`config.mk`:
```
export PLATFORM = sky130hd
export DESIGN_NAME = kwdt_top
export DESIGN_NICKNAME = d
export VERILOG_FILES = /design/src/rtl/kwdt_pkg.sv /design/src/rtl/kwdt_keydec.sv /design/src/rtl/kwdt_sync_slot.sv /design/src/rtl/kwdt_prescaler.sv /design/src/rtl/kwdt_downcnt.sv /design/src/rtl/kwdt_top.sv
export SDC_FILE = /design/constraint.sdc
export NUM_CORES = 1
export LEC_CHECK = 0
export BUFFER_PORTS_ARGS = -buffer_cell sky130_fd_sc_hd__buf_4
export CAP_MARGIN = 25
export CELL_PAD_IN_SITES_DETAIL_PLACEMENT = 1
export CELL_PAD_IN_SITES_GLOBAL_PLACEMENT = 1
export CORE_MARGIN = 2
export CORE_UTILIZATION = 46
export CTS_CLUSTER_SIZE = 28
export DETAILED_ROUTE_END_ITERATION = 16
export PLACE_DENSITY = 0.9
export SLEW_MARGIN = 20
export SYNTH_ARGS = -nofsm -noshare
export SYNTH_HDL_FRONTEND = slang
export SYNTH_SLANG_ARGS = --single-unit
```
`constraint.sdc`:
```
create_clock -name clk -period 3.9 [get_ports clk]
set_input_delay 0.585 -clock clk [delete_from_list [all_inputs] [get_ports clk]]
set_output_delay 0.585 -clock clk [all_outputs]
set_load 0.02 [all_outputs]
```
`src/rtl/kwdt_pkg.sv`:
```
package kwdt_pkg;

    localparam int unsigned ADDR_W = 5;
    localparam int unsigned CNT_W  = 12;

    localparam logic [ADDR_W-1:0] OFF_KEY = 5'h00;
    localparam logic [ADDR_W-1:0] OFF_PRE = 5'h04;
    localparam logic [ADDR_W-1:0] OFF_RLD = 5'h08;
    localparam logic [ADDR_W-1:0] OFF_STS = 5'h0C;
    localparam logic [ADDR_W-1:0] OFF_EWC = 5'h14;

    localparam logic [15:0] KEY_OPEN    = 16'h5555;
    localparam logic [15:0] KEY_REFRESH = 16'hAAAA;
    localparam logic [15:0] KEY_GO      = 16'hCCCC;

    localparam int unsigned EW_EN_BIT  = 15;
    localparam int unsigned EW_CLR_BIT = 14;

    typedef enum logic [2:0] {
        KC_IDLE,
        KC_OPEN,
        KC_REFRESH,
        KC_GO,
        KC_OTHER
    } key_cmd_t;

    typedef struct packed {
        logic             en;
        logic [CNT_W-1:0] cmp;
    } ew_cfg_t;

    function automatic logic [3:0] clamp_code(input logic [3:0] code,
                                              input int unsigned maxc);
        if (int'(code) > int'(maxc)) return 4'(maxc);
        return code;
    endfunction

endpackage

```
`src/rtl/kwdt_keydec.sv`:
```
module kwdt_keydec
    import kwdt_pkg::*;
(
    input  logic        clk,
    input  logic        rst,
    input  logic        key_wr,
    input  logic [15:0] key_val,
    output key_cmd_t    cmd,
    output logic        unlocked
);

    always_comb begin
        cmd = KC_IDLE;
        if (key_wr) begin
            case (key_val)
                KEY_OPEN:    cmd = KC_OPEN;
                KEY_REFRESH: cmd = KC_REFRESH;
                KEY_GO:      cmd = KC_GO;
                default:     cmd = KC_OTHER;
            endcase
        end
    end

    always_ff @(posedge clk) begin
        if (rst) begin
            unlocked <= 1'b0;
        end else if (key_wr) begin
            unlocked <= (cmd == KC_OPEN);
        end
    end

endmodule

```
`src/rtl/kwdt_sync_slot.sv`:
```
module kwdt_sync_slot #(
    parameter int unsigned W          = 4,
    parameter int unsigned SYNC_TICKS = 3,
    parameter logic [W-1:0] RST_VAL   = '0
) (
    input  logic         clk,
    input  logic         rst,
    input  logic         tick,
    input  logic         wr,
    input  logic [W-1:0] wdata,
    output logic [W-1:0] shadow,
    output logic [W-1:0] active,
    output logic         pending
);

    always_ff @(posedge clk) begin
        if (rst) begin
            shadow <= RST_VAL;
        end else if (wr) begin
            shadow <= wdata;
        end
    end

    generate
        if (SYNC_TICKS == 0) begin : g_direct
            assign active  = shadow;
            assign pending = 1'b0;
        end else begin : g_delayed
            localparam int unsigned CW = (SYNC_TICKS > 1) ? $clog2(SYNC_TICKS) : 1;
            localparam logic [CW-1:0] LAST = CW'(SYNC_TICKS - 1);

            logic [CW-1:0] wait_cnt;
            logic [W-1:0]  committed;
            logic          busy;

            always_ff @(posedge clk) begin
                if (rst) begin
                    wait_cnt  <= '0;
                    committed <= RST_VAL;
                    busy      <= 1'b0;
                end else if (wr) begin
                    wait_cnt <= '0;
                    busy     <= 1'b1;
                end else if (busy && tick) begin
                    if (wait_cnt == LAST) begin
                        committed <= shadow;
                        busy      <= 1'b0;
                    end else begin
                        wait_cnt <= wait_cnt + 1'b1;
                    end
                end
            end

            assign active  = committed;
            assign pending = busy;
        end
    endgenerate

endmodule

```
`src/rtl/kwdt_prescaler.sv`:
```
module kwdt_prescaler
    import kwdt_pkg::*;
#(
    parameter int unsigned MAX_CODE = 6
) (
    input  logic       clk,
    input  logic       rst,
    input  logic       tick,
    input  logic       run,
    input  logic       restart,
    input  logic [3:0] code,
    output logic       step
);

    localparam int unsigned PCNT_W = MAX_CODE + 2;

    logic [PCNT_W:0]   span;
    logic [PCNT_W-1:0] last;
    logic [PCNT_W-1:0] phase;

    always_comb begin
        span = (PCNT_W + 1)'(4) << clamp_code(code, MAX_CODE);
        last = PCNT_W'(span - 1'b1);
    end

    assign step = run && tick && !restart && (phase == last);

    always_ff @(posedge clk) begin
        if (rst || restart) begin
            phase <= '0;
        end else if (run && tick) begin
            phase <= step ? '0 : phase + 1'b1;
        end
    end

endmodule

```
`src/rtl/kwdt_downcnt.sv`:
```
module kwdt_downcnt
    import kwdt_pkg::*;
(
    input  logic             clk,
    input  logic             rst,
    input  logic             go,
    input  logic             refresh,
    input  logic             step,
    input  logic [CNT_W-1:0] reload_val,
    input  ew_cfg_t          ew_cfg,
    input  logic             ew_clr,
    output logic             running,
    output logic             expire,
    output logic             ew_flag
);

    logic [CNT_W-1:0] cnt;
    logic             load;
    logic             lands_on_cmp;

    assign load         = go || refresh;
    assign lands_on_cmp = step && !load && (cnt != '0) &&
                          ((cnt - 1'b1) == ew_cfg.cmp) && ew_cfg.en;

    always_ff @(posedge clk) begin
        if (rst) begin
            cnt     <= '1;
            running <= 1'b0;
            expire  <= 1'b0;
        end else begin
            expire <= 1'b0;
            if (go) begin
                running <= 1'b1;
            end
            if (load) begin
                cnt <= reload_val;
            end else if (step) begin
                if (cnt == '0) begin
                    expire <= 1'b1;
                    cnt    <= reload_val;
                end else begin
                    cnt <= cnt - 1'b1;
                end
            end
        end
    end

    always_ff @(posedge clk) begin
        if (rst) begin
            ew_flag <= 1'b0;
        end else if (lands_on_cmp) begin
            ew_flag <= 1'b1;
        end else if (ew_clr) begin
            ew_flag <= 1'b0;
        end
    end

endmodule

```
`src/rtl/kwdt_top.sv`:
```
module kwdt_top
    import kwdt_pkg::*;
#(
    parameter int unsigned SYNC_TICKS = 3,
    parameter int unsigned MAX_CODE   = 6
) (
    input  logic              clk,
    input  logic              rst,
    input  logic              lsi_tick,
    input  logic [ADDR_W-1:0] bus_addr,
    input  logic              bus_wr,
    input  logic [31:0]       bus_wdata,
    output logic [31:0]       bus_rdata,
    output logic              wdg_reset_req,
    output logic              ew_irq
);

    localparam int unsigned EW_W = $bits(ew_cfg_t);

    key_cmd_t         cmd;
    logic             unlocked;
    logic             wr_key, wr_pre, wr_rld, wr_ewc;
    logic [3:0]       pre_shadow, pre_active;
    logic [CNT_W-1:0] rld_shadow, rld_active;
    ew_cfg_t          ew_wdata, ew_shadow, ew_active;
    logic             pre_pend, rld_pend, ew_pend;
    logic             running, step, ew_clr;
    logic             unused_wbits;

    assign wr_key = bus_wr && (bus_addr == OFF_KEY);
    assign wr_pre = bus_wr && (bus_addr == OFF_PRE) && unlocked;
    assign wr_rld = bus_wr && (bus_addr == OFF_RLD) && unlocked;
    assign wr_ewc = bus_wr && (bus_addr == OFF_EWC);
    assign ew_clr = wr_ewc && bus_wdata[EW_CLR_BIT];

    assign ew_wdata.en  = bus_wdata[EW_EN_BIT];
    assign ew_wdata.cmp = bus_wdata[CNT_W-1:0];

    assign unused_wbits = ^{bus_wdata[31:16], bus_wdata[13:12]};

    kwdt_keydec keydec_i (
        .clk      (clk),
        .rst      (rst),
        .key_wr   (wr_key),
        .key_val  (bus_wdata[15:0]),
        .cmd      (cmd),
        .unlocked (unlocked)
    );

    kwdt_sync_slot #(.W(4), .SYNC_TICKS(SYNC_TICKS), .RST_VAL(4'h0)) pre_slot_i (
        .clk     (clk),
        .rst     (rst),
        .tick    (lsi_tick),
        .wr      (wr_pre),
        .wdata   (bus_wdata[3:0]),
        .shadow  (pre_shadow),
        .active  (pre_active),
        .pending (pre_pend)
    );

    kwdt_sync_slot #(.W(CNT_W), .SYNC_TICKS(SYNC_TICKS), .RST_VAL({CNT_W{1'b1}})) rld_slot_i (
        .clk     (clk),
        .rst     (rst),
        .tick    (lsi_tick),
        .wr      (wr_rld),
        .wdata   (bus_wdata[CNT_W-1:0]),
        .shadow  (rld_shadow),
        .active  (rld_active),
        .pending (rld_pend)
    );

    kwdt_sync_slot #(.W(EW_W), .SYNC_TICKS(SYNC_TICKS), .RST_VAL('0)) ew_slot_i (
        .clk     (clk),
        .rst     (rst),
        .tick    (lsi_tick),
        .wr      (wr_ewc),
        .wdata   (ew_wdata),
        .shadow  (ew_shadow),
        .active  (ew_active),
        .pending (ew_pend)
    );

    kwdt_prescaler #(.MAX_CODE(MAX_CODE)) presc_i (
        .clk     (clk),
        .rst     (rst),
        .tick    (lsi_tick),
        .run     (running),
        .restart (cmd == KC_GO || cmd == KC_REFRESH),
        .code    (pre_active),
        .step    (step)
    );

    kwdt_downcnt cnt_i (
        .clk        (clk),
        .rst        (rst),
        .go         (cmd == KC_GO),
        .refresh    (cmd == KC_REFRESH),
        .step       (step),
        .reload_val (rld_active),
        .ew_cfg     (ew_active),
        .ew_clr     (ew_clr),
        .running    (running),
        .expire     (wdg_reset_req),
        .ew_flag    (ew_irq)
    );

    always_comb begin
        bus_rdata = '0;
        case (bus_addr)
            OFF_PRE: bus_rdata[3:0]       = pre_shadow;
            OFF_RLD: bus_rdata[CNT_W-1:0] = rld_shadow;
            OFF_STS: bus_rdata[3:0]       = {ew_pend, 1'b0, rld_pend, pre_pend};
            OFF_EWC: begin
                bus_rdata[EW_EN_BIT]   = ew_shadow.en;
                bus_rdata[CNT_W-1:0]   = ew_shadow.cmp;
            end
            default: bus_rdata = '0;
        endcase
    end

endmodule

```
### Word level (Yosys, flattened, before mapping)

Index checks and enable logic that the tools add are counted.

* add/sub/neg operators: 6
* magnitude comparators: 1
* equality and inequality tests: 15
* shift-type cells: 1
* mux-type cells: 24
* bitwise operators: 7
* reduce and logical (&&, ||, !) cells: 44

Operators with widths (number)
* 12-bit 2-to-1 mux: 3
* 16-bit == test (second input constant): 2
* 1-bit logical AND: 17
* 16-bit by 15-bit == test with 1-bit output (second input constant): 1
* 4-bit case mux with 4 select lines: 1
* 8-bit case mux with 2 select lines: 1
* 2-bit nonzero test: 8
* 1-bit 2-to-1 mux: 14
* 12-bit == test: 1
* 12-bit zero test: 1
* 2-bit AND reduction: 6
* 12-bit nonzero test: 1
* 12-bit by 1-bit subtractor with 12-bit output (second input constant): 1
* 5-bit by 4-bit == test with 1-bit output (second input constant): 2
* 3-bit case mux with 3 select lines: 1
* 3-bit AND reduction: 3
* 8-bit by 1-bit adder with 8-bit output (second input constant): 1
* 8-bit == test: 1
* 4-bit 2-to-1 mux: 2
* 8-bit 2-to-1 mux: 1
* 3-bit by 4-bit left shift with 8-bit output (first input constant): 1
* 8-bit by 1-bit subtractor with 8-bit output (second input constant): 1
* 1-bit NOT: 7
* 2-bit by 1-bit adder with 2-bit output (second input constant): 3
* 12 further kinds: 18

* register bits after elaboration: 91
* input bits: 41
* output and inout port bits: 34
* word-level logic and storage cells: 116

### Logic depth before layout (Yosys ltp)

* depth after elaboration: 13
* depth in mapped cells: 10
* gate-level depth less buffers: 9

### By module

Synthesis repeated with hierarchy kept, for this count alone.

* cell total of the unflattened synthesis: 600
* area total of the unflattened synthesis: 5380.2 µm²

Modules (own cells, without submodules)
* kwdt_downcnt: times used 1, cells each 170, area each 1282.5 µm², seq. area each 300.3 µm²
* kwdt_sync_slot at ew_slot_i: times used 1, cells each 114, area each 1202.4 µm², seq. area each 580.6 µm²
* kwdt_sync_slot at rld_slot_i: times used 1, cells each 108, area each 1088.5 µm², seq. area each 540.5 µm²
* kwdt_prescaler: times used 1, cells each 81, area each 659.4 µm², seq. area each 160.2 µm²
* kwdt_sync_slot at pre_slot_i: times used 1, cells each 46, area each 495.5 µm², seq. area each 220.2 µm²
* kwdt_top: times used 1, cells each 60, area each 457.9 µm², seq. area each 0.0 µm²
* kwdt_keydec: times used 1, cells each 21, area each 193.9 µm², seq. area each 20.0 µm²

### Least setup slack after synthesis

Ideal clock, no wire load.

* path type: in2out
* start point: in bus_addr[1]
* end point: out bus_rdata[2]
* data arrival time: 1.659 ns
* data required time: 3.315 ns
* setup slack: 1.656 ns
* stages on the path: 6
* path buffers: 2
* cells stage by stage: nor2_1 > and4b_1 > clkbuf_1 > clkbuf_1 > a222oi_1 > inv_1

* cells in the longest elaborated chain, start to end: 2
* elaborated cells between the ends (all ways): 5
* classes of those cells: 4 x eq/ne; 1 x mux

RTL lines
* start, declared: RTL line kwdt_top.sv:10 `input logic [ADDR_W-1:0] bus_addr,`
* 5-bit == test, or another cell as far along: RTL line kwdt_top.sv:109 `case (bus_addr)`
* 4-bit case mux with 4 select lines *: RTL line kwdt_top.sv:109
* end, declared: RTL line kwdt_top.sv:13 `output logic [31:0] bus_rdata,`

Every way passes the cells marked *; elsewhere a longest branch is shown, timed or not.

### Final worst setup path

* start point: reg pre_slot_i.g_delayed.committed[0] (netlist: pre_slot_i.active[0])
* end point: reg cnt_i.cnt[0]

* cells in the longest elaborated chain, start to end: 8

RTL lines
* start, declared: RTL line kwdt_sync_slot.sv:33 `logic [W-1:0] committed;`
* start signal, assigned: RTL line kwdt_sync_slot.sv:46 `committed <= shadow;`
* 4-bit by 3-bit greater-than comparator with 1-bit output: RTL line kwdt_pkg.sv:34 `if (int'(code) > int'(maxc)) return 4'(maxc);`
* 1-bit 2-to-1 mux: RTL line kwdt_pkg.sv:34
* 4-bit 2-to-1 mux *: RTL line kwdt_pkg.sv:35 `return code;`
* 3-bit by 4-bit left shift with 8-bit output *: RTL line kwdt_prescaler.sv:22 `span = (PCNT_W + 1)'(4) << clamp_code(code, MAX_CODE);`
* 8-bit by 1-bit subtractor with 8-bit output *: RTL line kwdt_prescaler.sv:23 `last = PCNT_W'(span - 1'b1);`
* 8-bit == test *: RTL line kwdt_prescaler.sv:26 `assign step = run && tick && !restart && (phase == last);`
* 1-bit logical AND *: RTL line kwdt_prescaler.sv:26
* 2-bit nonzero test (no line) *
* end signal, assigned: RTL line kwdt_downcnt.sv:36 `cnt <= reload_val;`
* end signal, assigned: RTL line kwdt_downcnt.sv:40 `cnt <= reload_val;`
* end signal, assigned: RTL line kwdt_downcnt.sv:42 `cnt <= cnt - 1'b1;`
* end, declared: RTL line kwdt_downcnt.sv:17 `logic [CNT_W-1:0] cnt;`

Marked as above.
A chain may end at the register's enable or synchronous reset.

==> results.cfg <==
[outcome]
status = finished, final reports clean

[place]
gp_congestion = 0.843
dp_cells = 716
hpwl_mm = 9.85
pre_cts_slack_ps = 1060
portBuffers = 39

[die]
initial_core_util_pct = 47.1
fp-row-count = 37
fp.dieW_um = 107
design.core.area_um2 = 10300
ioPinCount = 75
die_area_um2 = 11400
dieHeight_um = 107

[timing]
setup_viol = 0
finalCritPeriodShare_pct = 68.7
fmax_mhz = 373
worstMarginPinSlew_ps = 1020
fin_ws_ps = 1220
hold_slack_ps = 453
fin_crit_ps = 2680
final_max_slew_viol_count = 0
slew_headroom_pct = 31.3
clock-skew-final_ps = 13.7
setup_tns_ps = 0
hold_viol = 0
rsz0062_at_grt = false

[routing]
viasPerCell = 5.82
wirelength_mm = 13.6
first_iter_violations = 250
post_drt_wl_per_cell_um = 18.6
first_pass_iters = 5
via_count = 4263
drc = 0
ant_nets = 0

[setup_path]
end_kind = register
slowest_delay_ps = 400
critPathBufInv = 0
required_ps = 4180
path_max_fanout = 15
crit_type = register to register
cp-start-kind = register
path_cells = nor2_1 -> nand2_1 -> ha_1 -> xnor2_1 -> a211o_1 -> nor3_2 -> o21a_2 -> o21ai_1 -> a221o_1
critPathTopFamily = compound AO/OA/AOI/OAI gates
crit_arrival_ps = 2960
cp_slowest_cell = o21a_2

[clocking]
h-tree-depth = 3
clk_latency_ps = 380
clk_pin_slew_ps = 100
clock-sinks = 91
tritoncts = yes
clock_path_buffers = 2
cts_resized = 0
cts_buffers = 9
post_cts_buffers = 0
ctsHoldBuffers = 0
clock-root-buffer = clkbuf_8

[grt]
grt_pass1_vias = 4489
grt_start_max_net_pins = 54
track_usage_pct = 25.0
grt_pass1_wl_mm = 22.5
grt_overflow = 0
antenna_found_initial = 0

[min_path]
hp-class = input pin to register

[pwr]
power.total_w = 0.00169
p_leak_nw = 1.92
comb_power_share_pct = 5.2
p_seq_share_pct = 55.2
ir_drop_mv = 0.189
p_clk_share_pct = 39.6
power_density_nw_per_um2 = 321
internal-power_w = 0.00126
swShare_pct = 25.5
power_switching_w = 0.000430

[final_layout]
diodes = 0
drive_gt1_share_pct = 13.1
syn_to_final_growth_pct = 8.63
final_cells = 732
finalNetCount = 639
nFillCells = 1269

[synthesis]
postSynth.asyncResetShare_pct = 0
synthCells = 572
ys_seq_area_share_pct = 37.6
synth_edf_count = 0
synth_flop_cell = dfxtp_1
ys_warn_count = 0
synth.distinct_cells = 68
syn_avg_cell_area_um2 = 8.47
synth.ff_latch_count = 91
synth_area_um2 = 4840

[job]
maxCapViolCount = 0
==> cell usage after synthesis (all sizes together), types with 3 or more instances <==
cell       n  area share [%]
xor2       9             1.6
a21o       6            0.93
a22o       8             1.4
nor4bb     5             1.0
and3       6            0.78
a31oi      5            0.65
nand2    111             8.6
dfxtp     91              38
buf       37             5.5
inv       10            0.78
nor2      45             3.7
nand3      5            0.52
a211oi     3            0.47
nor2b      4            0.52
nor3b      4            0.83
nor4       4             1.4
a21oi     40             4.1
o21a       3            0.49
mux2i     33             6.8
clkbuf    18             1.8
ha         7             1.8
nand4     12             1.6
o21ai     18             1.9
a2111oi    4            0.72
and2       4            0.52
nor4b      3            0.80
xnor2     25             4.5
nor3      15             1.8
a222oi     4            0.83
a311oi     3            0.67
o22ai      4            0.52
==> power groups by stage <==
stage,Clock [W],Combinational (W),Sequential (W)
6_report,0.000669,0.0000881,0.000931
5_1_grt,0.000713,0.0000948,0.000931
4_1_cts,0.000671,0.0000871,0.000931
3_5_place_dp,0,0.0000871,0.000953
3_3_place_gp,0,0.0000850,0.000952
2_1_floorplan,0,0.0000613,0.000952
==> tightest hold or removal path, cell delays in order <==
cell and delay [ps]:
buf_4 100, mux2i_1 60, nand2_1 60
==> area by class of cell <==
type                            count  area [um2]  area share (%)
Timing Repair Buffer               45         338            6.42
Inverter                           10        37.5           0.714
Multi-Input combinational cell    434        2700            51.2
Sequential cell                    91        1820            34.6
Tap cell                          136         170            3.24
Clock inverter                      7        73.8            1.40
Clock buffer                        9         124            2.35
==> through the flow <==
step	util, %	area, um2
after floorplan	-	4910
after detailed placement	49.3	5060
after global routing	51.2	5260
final	51.2	5260
after global placement	49.3	5060
after CTS	51.2	5260
==> logic make-up after synthesis <==
| logic type | count (synthesis) | synth area share, % |
|---|---|---|
| fa+ha+maj | 7 | 1.81 |
| compound gates | 110 | 15.0 |
| buf+inv | 65 | 8.11 |
| other cells | 1 | 0.0774 |
| simple gates | 231 | 24.4 |
| flops | 91 | 37.6 |
| mux | 33 | 6.82 |
| xor+xnor | 34 | 6.15 |
==> metal layers <==
| layer | routed length (um) | up-vias | GRT usage [%] |
|---|---|---|---|
| met5 | 0 | - | 0 |
| met4 | 241 | 0 | 7.88 |
| met3 | 685 | 23 | 4.86 |
| met2 | 6820 | 130 | 43.1 |
| met1 | 5850 | 2114 | 31.5 |
| li1 | - | 1996 | - |
==> cell usage in the layout (no fill, tap or decap), types with 4 or more instances in the layout <==
| cell type | count |
|---|---|
| o21ai_0 | 14 |
| ha_1 | 7 |
| dfxtp_1 | 91 |
| nand2_1 | 111 |
| conb_1 | 19 |
| a2111oi_0 | 4 |
| nor4bb_1 | 5 |
| a21oi_1 | 40 |
| xnor2_1 | 25 |
| inv_1 | 10 |
| a222oi_1 | 4 |
| xor2_1 | 9 |
| nor3_1 | 13 |
| nand3_1 | 5 |
| and2_1 | 4 |
| nor2b_1 | 4 |
| nand4_1 | 12 |
| and3_1 | 6 |
| mux2i_1 | 33 |
| a31oi_1 | 5 |
| a22o_1 | 8 |
| buf_4 | 45 |
| clkbuf_8 | 9 |
| a21o_1 | 6 |
| o22ai_1 | 4 |
| nor2_1 | 43 |
==> sequential cells by signal, indices dropped and copies added (netlist names), 2 cells and up <==
| signal | cells |
|---|---|
| pre_slot_i.shadow | 4 |
| ew_slot_i.active | 13 |
| cnt_i.cnt | 12 |
| rld_slot_i.shadow | 12 |
| ew_slot_i.g_delayed.wait_cnt | 2 |
| presc_i.phase | 8 |
| rld_slot_i.g_delayed.wait_cnt | 2 |
| ew_slot_i.shadow | 13 |
| pre_slot_i.active | 4 |
| pre_slot_i.g_delayed.wait_cnt | 2 |
| rld_slot_i.active | 12 |
==> final timing paths <==
kind / from / end / slack, ps / cells past startpoint
max reg2reg: pre_slot_i.active[0] / cnt_i.cnt[0] / 1220 / 9
min reg2reg: ew_slot_i.shadow[1] / ew_slot_i.active[1] / 470 / 2
min: bus_wdata[4] / rld_slot_i.shadow[4] / 450 / 3
max: pre_slot_i.active[0] / cnt_i.cnt[0] / 1220 / 9
(Power assumes the default switching activity.)
